`src/rtl/pll_rate_switch_pkg.sv`:
```
package pll_rate_switch_pkg;

  // Pipe-mode value under which rate switching is permitted
  localparam logic [1:0] MODE_SWITCH_OK = 2'b00;

  // Sequencer states: idle/waiting, or PLL held off during blanking
  typedef enum logic {
    SQ_IDLE = 1'b0,
    SQ_DARK = 1'b1
  } seq_state_t;

endpackage

```
`src/rtl/toggle_tracker.sv`:
```
module toggle_tracker
  import pll_rate_switch_pkg::*;
(
  input  logic       clk,
  input  logic       rst_n,
  input  logic       req_lvl,
  input  logic [1:0] pipe_mode,
  input  logic       take,
  output logic       pend
);

  logic ref_q;
  logic pend_q;
  logic flip;
  logic mode_ok;

  assign flip    = req_lvl ^ ref_q;
  assign mode_ok = (pipe_mode == MODE_SWITCH_OK);

  always_ff @(posedge clk) begin
    if (!rst_n) begin
      ref_q  <= req_lvl;
      pend_q <= 1'b0;
    end else begin
      ref_q <= req_lvl;
      if (flip && mode_ok) begin
        pend_q <= 1'b1;
      end else if (take) begin
        pend_q <= 1'b0;
      end
    end
  end

  assign pend = pend_q;

  // A request can only appear after a flip seen in the permitted mode
  assert_mode_gate_R3: assert property (@(posedge clk) disable iff (!rst_n)
    $rose(pend_q) |-> ($past(pipe_mode) == MODE_SWITCH_OK));

endmodule

```
`src/rtl/blank_sequencer.sv`:
```
module blank_sequencer
  import pll_rate_switch_pkg::*;
(
  input  logic clk,
  input  logic rst_n,
  input  logic vblank,
  input  logic line_stb,
  input  logic pend,
  output logic take,
  output logic pll_en,
  output logic dark
);

  seq_state_t state_q;
  logic       vb_q;
  logic       en_q;
  logic       vb_rise;

  assign vb_rise = vblank & ~vb_q;
  assign take    = (state_q == SQ_IDLE) & pend & vb_rise;

  always_ff @(posedge clk) begin
    if (!rst_n) begin
      state_q <= SQ_IDLE;
      en_q    <= 1'b1;
      vb_q    <= vblank;
    end else begin
      vb_q <= vblank;
      case (state_q)
        SQ_IDLE: begin
          if (take) begin
            state_q <= SQ_DARK;
            en_q    <= 1'b0;
          end
        end
        SQ_DARK: begin
          if (line_stb || !vblank) begin
            state_q <= SQ_IDLE;
            en_q    <= 1'b1;
          end
        end
        default: begin
          state_q <= SQ_IDLE;
          en_q    <= 1'b1;
        end
      endcase
    end
  end

  assign pll_en = en_q;
  assign dark   = (state_q == SQ_DARK);

  // PLL is only switched off at an edge where blanking is present
  assert_drop_in_blank_R4: assert property (@(posedge clk) disable iff (!rst_n)
    $fell(en_q) |-> $past(vblank));

  // Blanking ending while dark forces the PLL back on at once
  assert_early_end_R7: assert property (@(posedge clk) disable iff (!rst_n)
    (!en_q && !vblank) |=> en_q);

  // A line boundary while dark re-enables the PLL
  assert_strobe_wakes_R6: assert property (@(posedge clk) disable iff (!rst_n)
    (!en_q && line_stb) |=> en_q);

endmodule

```
`src/rtl/div_bank.sv`:
```
module div_bank #(
  parameter int DIV_W   = 8,
  parameter int NUM_DIV = 2,
  localparam int TOT_W  = DIV_W * NUM_DIV
) (
  input  logic             clk,
  input  logic             rst_n,
  input  logic             load,
  input  logic [TOT_W-1:0] stage_div,
  output logic [TOT_W-1:0] active_div
);

  for (genvar gi = 0; gi < NUM_DIV; gi++) begin : g_field
    logic [DIV_W-1:0] fld_q;
    always_ff @(posedge clk) begin
      if (!rst_n || load) begin
        fld_q <= stage_div[gi*DIV_W +: DIV_W];
      end
    end
    assign active_div[gi*DIV_W +: DIV_W] = fld_q;
  end

endmodule

```
`src/rtl/pll_rate_switch.sv`:
```
module pll_rate_switch
  import pll_rate_switch_pkg::*;
#(
  parameter int DIV_W   = 8,
  parameter int NUM_DIV = 2,
  localparam int TOT_W  = DIV_W * NUM_DIV
) (
  input  logic             clk,
  input  logic             rst_n,
  input  logic             rate_toggle,
  input  logic [1:0]       pipe_mode,
  input  logic             vblank,
  input  logic             line_stb,
  input  logic [TOT_W-1:0] stage_div,
  output logic             pll_en,
  output logic [TOT_W-1:0] active_div,
  output logic             busy
);

  logic pend;
  logic take;
  logic dark;

  toggle_tracker u_track (
    .clk       (clk),
    .rst_n     (rst_n),
    .req_lvl   (rate_toggle),
    .pipe_mode (pipe_mode),
    .take      (take),
    .pend      (pend)
  );

  blank_sequencer u_seq (
    .clk      (clk),
    .rst_n    (rst_n),
    .vblank   (vblank),
    .line_stb (line_stb),
    .pend     (pend),
    .take     (take),
    .pll_en   (pll_en),
    .dark     (dark)
  );

  div_bank #(.DIV_W(DIV_W), .NUM_DIV(NUM_DIV)) u_divs (
    .clk        (clk),
    .rst_n      (rst_n),
    .load       (take),
    .stage_div  (stage_div),
    .active_div (active_div)
  );

  assign busy = pend | dark;

  // Marks that at least one cycle has passed since reset released
  logic up_q;
  always_ff @(posedge clk) begin
    up_q <= rst_n;
  end

  // Active dividers move only together with the PLL being switched off
  assert_div_change_R5: assert property (@(posedge clk) disable iff (!rst_n || !up_q)
    !$stable(active_div) |-> $fell(pll_en));

  // The PLL is never off without the busy flag
  assert_busy_dark_R10: assert property (@(posedge clk) disable iff (!rst_n)
    !pll_en |-> busy);

endmodule

```
`config.mk`:
```
export PLATFORM = sky130hd
export DESIGN_NAME = pll_rate_switch
export DESIGN_NICKNAME = d
export VERILOG_FILES = /design/src/rtl/pll_rate_switch_pkg.sv /design/src/rtl/toggle_tracker.sv /design/src/rtl/blank_sequencer.sv /design/src/rtl/div_bank.sv /design/src/rtl/pll_rate_switch.sv
export SDC_FILE = /design/constraint.sdc
export NUM_CORES = 1
export LEC_CHECK = 0
export CAP_MARGIN = 20
export CELL_PAD_IN_SITES_DETAIL_PLACEMENT = 1
export CELL_PAD_IN_SITES_GLOBAL_PLACEMENT = 1
export CORE_ASPECT_RATIO = 1.1
export CORE_MARGIN = 2
export CORE_UTILIZATION = 27
export DETAILED_ROUTE_END_ITERATION = 10
export HOLD_SLACK_MARGIN = 0.06
export PLACE_DENSITY = 0.85
export SYNTH_ARGS = -nofsm -noshare
export SYNTH_HDL_FRONTEND = slang
export SYNTH_SLANG_ARGS = --single-unit
```
`constraint.sdc`:
```
create_clock -name clk -period 1.5 [get_ports clk]
set_input_delay 0.45 -clock clk [delete_from_list [all_inputs] [get_ports clk]]
set_output_delay 0.45 -clock clk [all_outputs]
set_load 0.02 [all_outputs]
```
* Yosys cells after proc, flatten, opt, wreduce, memory -nomap -nowiden
Cells that the tools add are included.
** Operators by class
- Bitwise operators :: 7
- Reduce and logical (&&, ||, !) cells :: 8
- Equal/unequal tests :: 2
- Mux-type cells :: 7
** Operators by type and width (number)
- $mux 1 :: 5
- $pmux 1 s2 :: 2
- $and 1x1->1 :: 3
- $logic_not 1->1 :: 2
- $logic_not 2->1 :: 1
- $logic_or 1x1->1 :: 2
- $ne 2x1->1 const B :: 1
- $ne 2x2->1 const B :: 1
- $not 1->1 :: 2
- $reduce_and 2->1 :: 1
- $reduce_bool 2->1 :: 1
- $logic_and 1x1->1 :: 1
- $or 1x1->1 :: 1
- $xor 1x1->1 :: 1
** Storage, ports and cells
- Input bits :: 23
- Word-level logic and storage cells :: 31
- Register bits after elaboration :: 21

* Longest topological paths before layout
- Word-level depth :: 5
- Gate-level depth with buffers :: 2
- Mapped depth without buffers :: 2

* Hierarchy
A second synthesis with hierarchy kept.
** Second synthesis, totals
- Cell total of the unflattened synthesis :: 34
- Area total of the unflattened synthesis :: 684.4 µm²
** Modules (own cells, without submodules)
- div_bank :: cells each 17, instances 1, area each 486.7 µm², sequential area each 480.5 µm²
- blank_sequencer :: cells each 10, instances 1, area each 115.1 µm², sequential area each 60.1 µm²
- toggle_tracker :: cells each 6, instances 1, area each 76.3 µm², sequential area each 40.0 µm²
- pll_rate_switch :: cells each 1, instances 1, area each 6.3 µm², sequential area each 0.0 µm²

* Worst setup path before layout
Ideal clock, no wire load.
- Path kind :: input-to-reg
- Start point :: in vblank
- End point :: reg u_divs.g_field[0].fld_q[0] (enable)
- Data required time :: 1.128 ns
- Library setup time :: 0.372 ns
- Arrival time :: 0.950 ns
- Cell stages on the path :: 2
- Slack :: 0.179 ns
- Buffers on the path :: 0
- Cell sequence :: nand4bb_4 nand2_1
** On the way
- Cells in the longest elaborated chain, start to end :: 3
** RTL lines
- start, declared :: RTL line pll_rate_switch.sv:12 : input logic vblank,
- $and 1x1->1 :: RTL line blank_sequencer.sv:19 : assign vb_rise = vblank & ~vb_q;
- $and 1x1->1 :: RTL line blank_sequencer.sv:20 : assign take = (state_q == SQ_IDLE) & pend & vb_rise;
- $logic_or 1x1->1 :: RTL line div_bank.sv:16 : if (!rst_n || load) begin
- end signal, assigned :: RTL line div_bank.sv:17 : fld_q <= stage_div[gi*DIV_W +: DIV_W];
- end, declared :: RTL line div_bank.sv:14 : logic [DIV_W-1:0] fld_q;
Every way passes these cells.
A chain may end at the register's enable or synchronous reset.

* Worst setup path after layout
- Start point :: reg u_divs.g_field[0].fld_q[4]
- End point :: out active_div[4]
** RTL lines
- end, declared :: RTL line pll_rate_switch.sv:16 : output logic [TOT_W-1:0] active_div,
No word-level cell between the ends.

==> results by group <==
Yosys
  – Register area share after synthesis: 0.856
  – Synth area leaders: edfxtp_1 71%, dfxtp_1 15%, nand4bb_4 4.1%
  – Mux share of post-synthesis cell area: 0
  – Largest family of logic cells by synthesized area: simple AND/OR/NAND/NOR gates
  – Post-synthesis instance area: 678 um2
  – Syn_area_per_cell: 21.2 um2
  – Library cells used by synthesis: 13
  – Synth top area share: 0.708
  – Yosys top cell by area: edfxtp_1
  – Compound-cell area share of the yosys netlist: 0.0387
  – Syn_nets: 55
  – Adder-cell share of the synthesized area: 0
  – Syn. warnings: 0
  – Simple-gate share of the synthesized area: 0.0867
  – Synth Register Bits: 21
  – Post-Syn Instances: 32
  – Xor/xnor share of the synthesized area: 0.0129

CTS
  – Clock root buffer master: clkbuf_4
  – Postcts setup bufs: 0
  – Post_cts resized: 21
  – CTS tree: built
  – CTS clock-pin slew for the worst setup and hold paths: 0.11 ns
  – TritonCTS Buffers: 3
  – Maximum buffer depth of the clock tree: 2
  – CTS Sinks: 21
  – H-tree Lvls: 1
  – Hold_buf cts: 0
  – Latest clock arrival within the worst-skew pair: 0.29 ns

Drt
  – DR vias/cell: 4.05
  – Residual DRC: 0
  – Drt wl/cell: 11.6 um
  – Final wirelength: 1290 um
  – Drt pass-1 iters: 4
  – Post-route ant nets: 0
  – Vias after detailed routing: 449
  – Initial drt markers: 4

Worst setup path
  – CP bufs+invs: 1
  – Arrival time at the worst endpoint: 1.00 ns
  – CP required: 1.05 ns
  – Startpoint types: register
  – Worst path cell trace: dlygate4sd2_1
  – Slowest Stage Delay on Critical Path: 0.38 ns
  – Crit path max-delay cell type: edfxtp_1
  – Maximum fanout along the worst path: 1
  – Type of the worst setup path: register to output pin
  – Critical path's top delay family: flip-flops
  – CP Capture Type: output pin

Cells and area
  – Fill cells: 259
  – Final Non-Filler Cells: 111
  – Finished Cell Area: 0.00117 mm2
  – Area Overhead vs Synth: 72.7%
  – Layout cells sized above 1: 0.163
  – Nets: 104
  – Antenna cells: 0

GRT
  – Top Usage Layer GRT: met2
  – GRT Overall Usage: 0.0978
  – Global-route wire length before repair: 2070 um
  – Pin count of the biggest net entering global routing: 17
  – Routing usage on met2: 0.183
  – Number of global-route vias before repair: 475
  – Antenna violations before repair: 0
  – Met3 Track Usage GR: 0.0293
  – GR Util met1: 0.0942
  – Total grt overflow: 0

Power and ir drop
  – Leak: 0.456 nW
  – Pwr dens: 929 mW/mm2
  – Clock Power Share: 0.228
  – Seq pwr share: 0.615
  – Internal power: 0.000858 W
  – Psw: 0.000230 W
  – Switching part of the total: 0.211
  – Gate power share: 0.157
  – Max VDD drop: 0.391 mV

Run
  – Max-cap violation count: 0

Floorplan
  – Core area: 0.00245 mm2
  – Die X: 51.8 um
  – Row count: 19
  – Top Ports: 41
  – Die area: 0.00293 mm2
  – Die H: 56.6 um
  – Initial Util: 0.277

STA
  – Final setup violation count: 0
  – Max-slew violation count: 0
  – RSZ-0062 raised after global routing: false
  – Period utilization: 0.966
  – Fmax achieved: 690 MHz
  – Clock Skew: 0.00786 ns
  – Hold Vio Cnt, Final: 0
  – Relative max-transition margin: 0.858
  – Min Tclk post-route: 1.45 ns
  – Worst-Margin Slew: 0.214 ns
  – Setup TNS: 0 ns

Placed design
  – Placer Congestion: 0.691
  – Cell count after placement: 107
  – DP Area: 0.00116 mm2
  – Port bufs: 40

Status
  – Status: completed

Hold path
  – Worst Hold Class: register to register
[through the flow]
step | power [W] | util | setup slack (ns) | hold WS, ns
6_report | 0.00109 | 0.478 | 0.0517 | 0.504
5_1_grt | 0.00114 | 0.478 | 0.00480 | 0.543
4_1_cts | 0.00110 | 0.474 | -0.0322 | 0.515
3_5_place_dp | 0.000873 | 0.474 | -0.246 | 0.493
3_3_place_gp | 0.000867 | 0.474 | -0.208 | 0.484
2_1_floorplan | 0.000743 | - | 0.179 | 0.478
[kinds of logic (layout without fill, tap and decap cells)]
family	Yosys count	count (layout)
compound gates	3	3
buf+inv	1	49
simple gates	6	6
xor+xnor	1	1
flops	21	21
[synth_stat cells, drive strengths merged]
cell type  instances
dfxtp              5
edfxtp            16
a32o               1
nand3b             1
nor3b              1
xor2               1
a221o              1
a21oi              1
inv                1
nand4bb            1
nand2              1
or2                1
nand2b             1
[routing by layer]
layer / part of all wire / wire [um]
met3: 0.12 / 150
met2: 0.51 / 651
met1: 0.36 / 469
met4: 0.014 / 18
met5: 0 / 0
[layout make-up]
type	instances	area [um2]	share of cell area
inverter	1	3.75	0.00321
multi-input combinational	10	96.3	0.0823
tap	31	38.8	0.0331
sequential	21	582	0.497
clock buffer	3	22.5	0.0192
timing repair buffer	44	423	0.361
clock inverter	1	5.00	0.00427
[sequential cells by signal (all words and copies together), names as in the netlist]
register              cells
u_seq.dark                1
u_track.ref_q             1
u_seq.pll_en              1
u_seq.vb_q                1
u_divs.g_field.fld_q     16
u_track.pend              1
[power groups by stage]
stage | Sequential (W) | Combinational, W | Clock [W]
finish | 0.000669 | 0.000171 | 0.000248
global route | 0.000672 | 0.000184 | 0.000284
CTS | 0.000669 | 0.000169 | 0.000266
detailed placement | 0.000684 | 0.000189 | 0
global placement | 0.000682 | 0.000185 | 0
floorplan | 0.000720 | 0.0000228 | 0
[cell usage in the layout (no fill, tap or decap), drive strengths merged]
cell type and count:
clkdlybuf4s50 22, inv 1, dfxtp 5, nand3b 1, xor2 1, or2 1, nand2b 1, a32o 1
nand2 1, buf 5, dlygate4sd2 17, clkinv 1, nor3b 1, nand4bb 1, edfxtp 16, a221o 1
clkbuf 3, a21oi 1
[path summary, 6_finish.rpt]
check / to / slack, ns / start / cells past startpoint
setup / recovery: active_div[4] / 0.05 / u_divs.g_field[0].fld_q[4] / 1
setup reg to reg: u_divs.g_field[0].fld_q[7] / 0.28 / u_seq.dark / 4
hold / removal: u_seq.pll_en / 0.50 / u_seq.pll_en / 1
hold reg to reg: u_seq.pll_en / 0.50 / u_seq.pll_en / 1
Note: power is estimated with default switching activity, not from simulation.
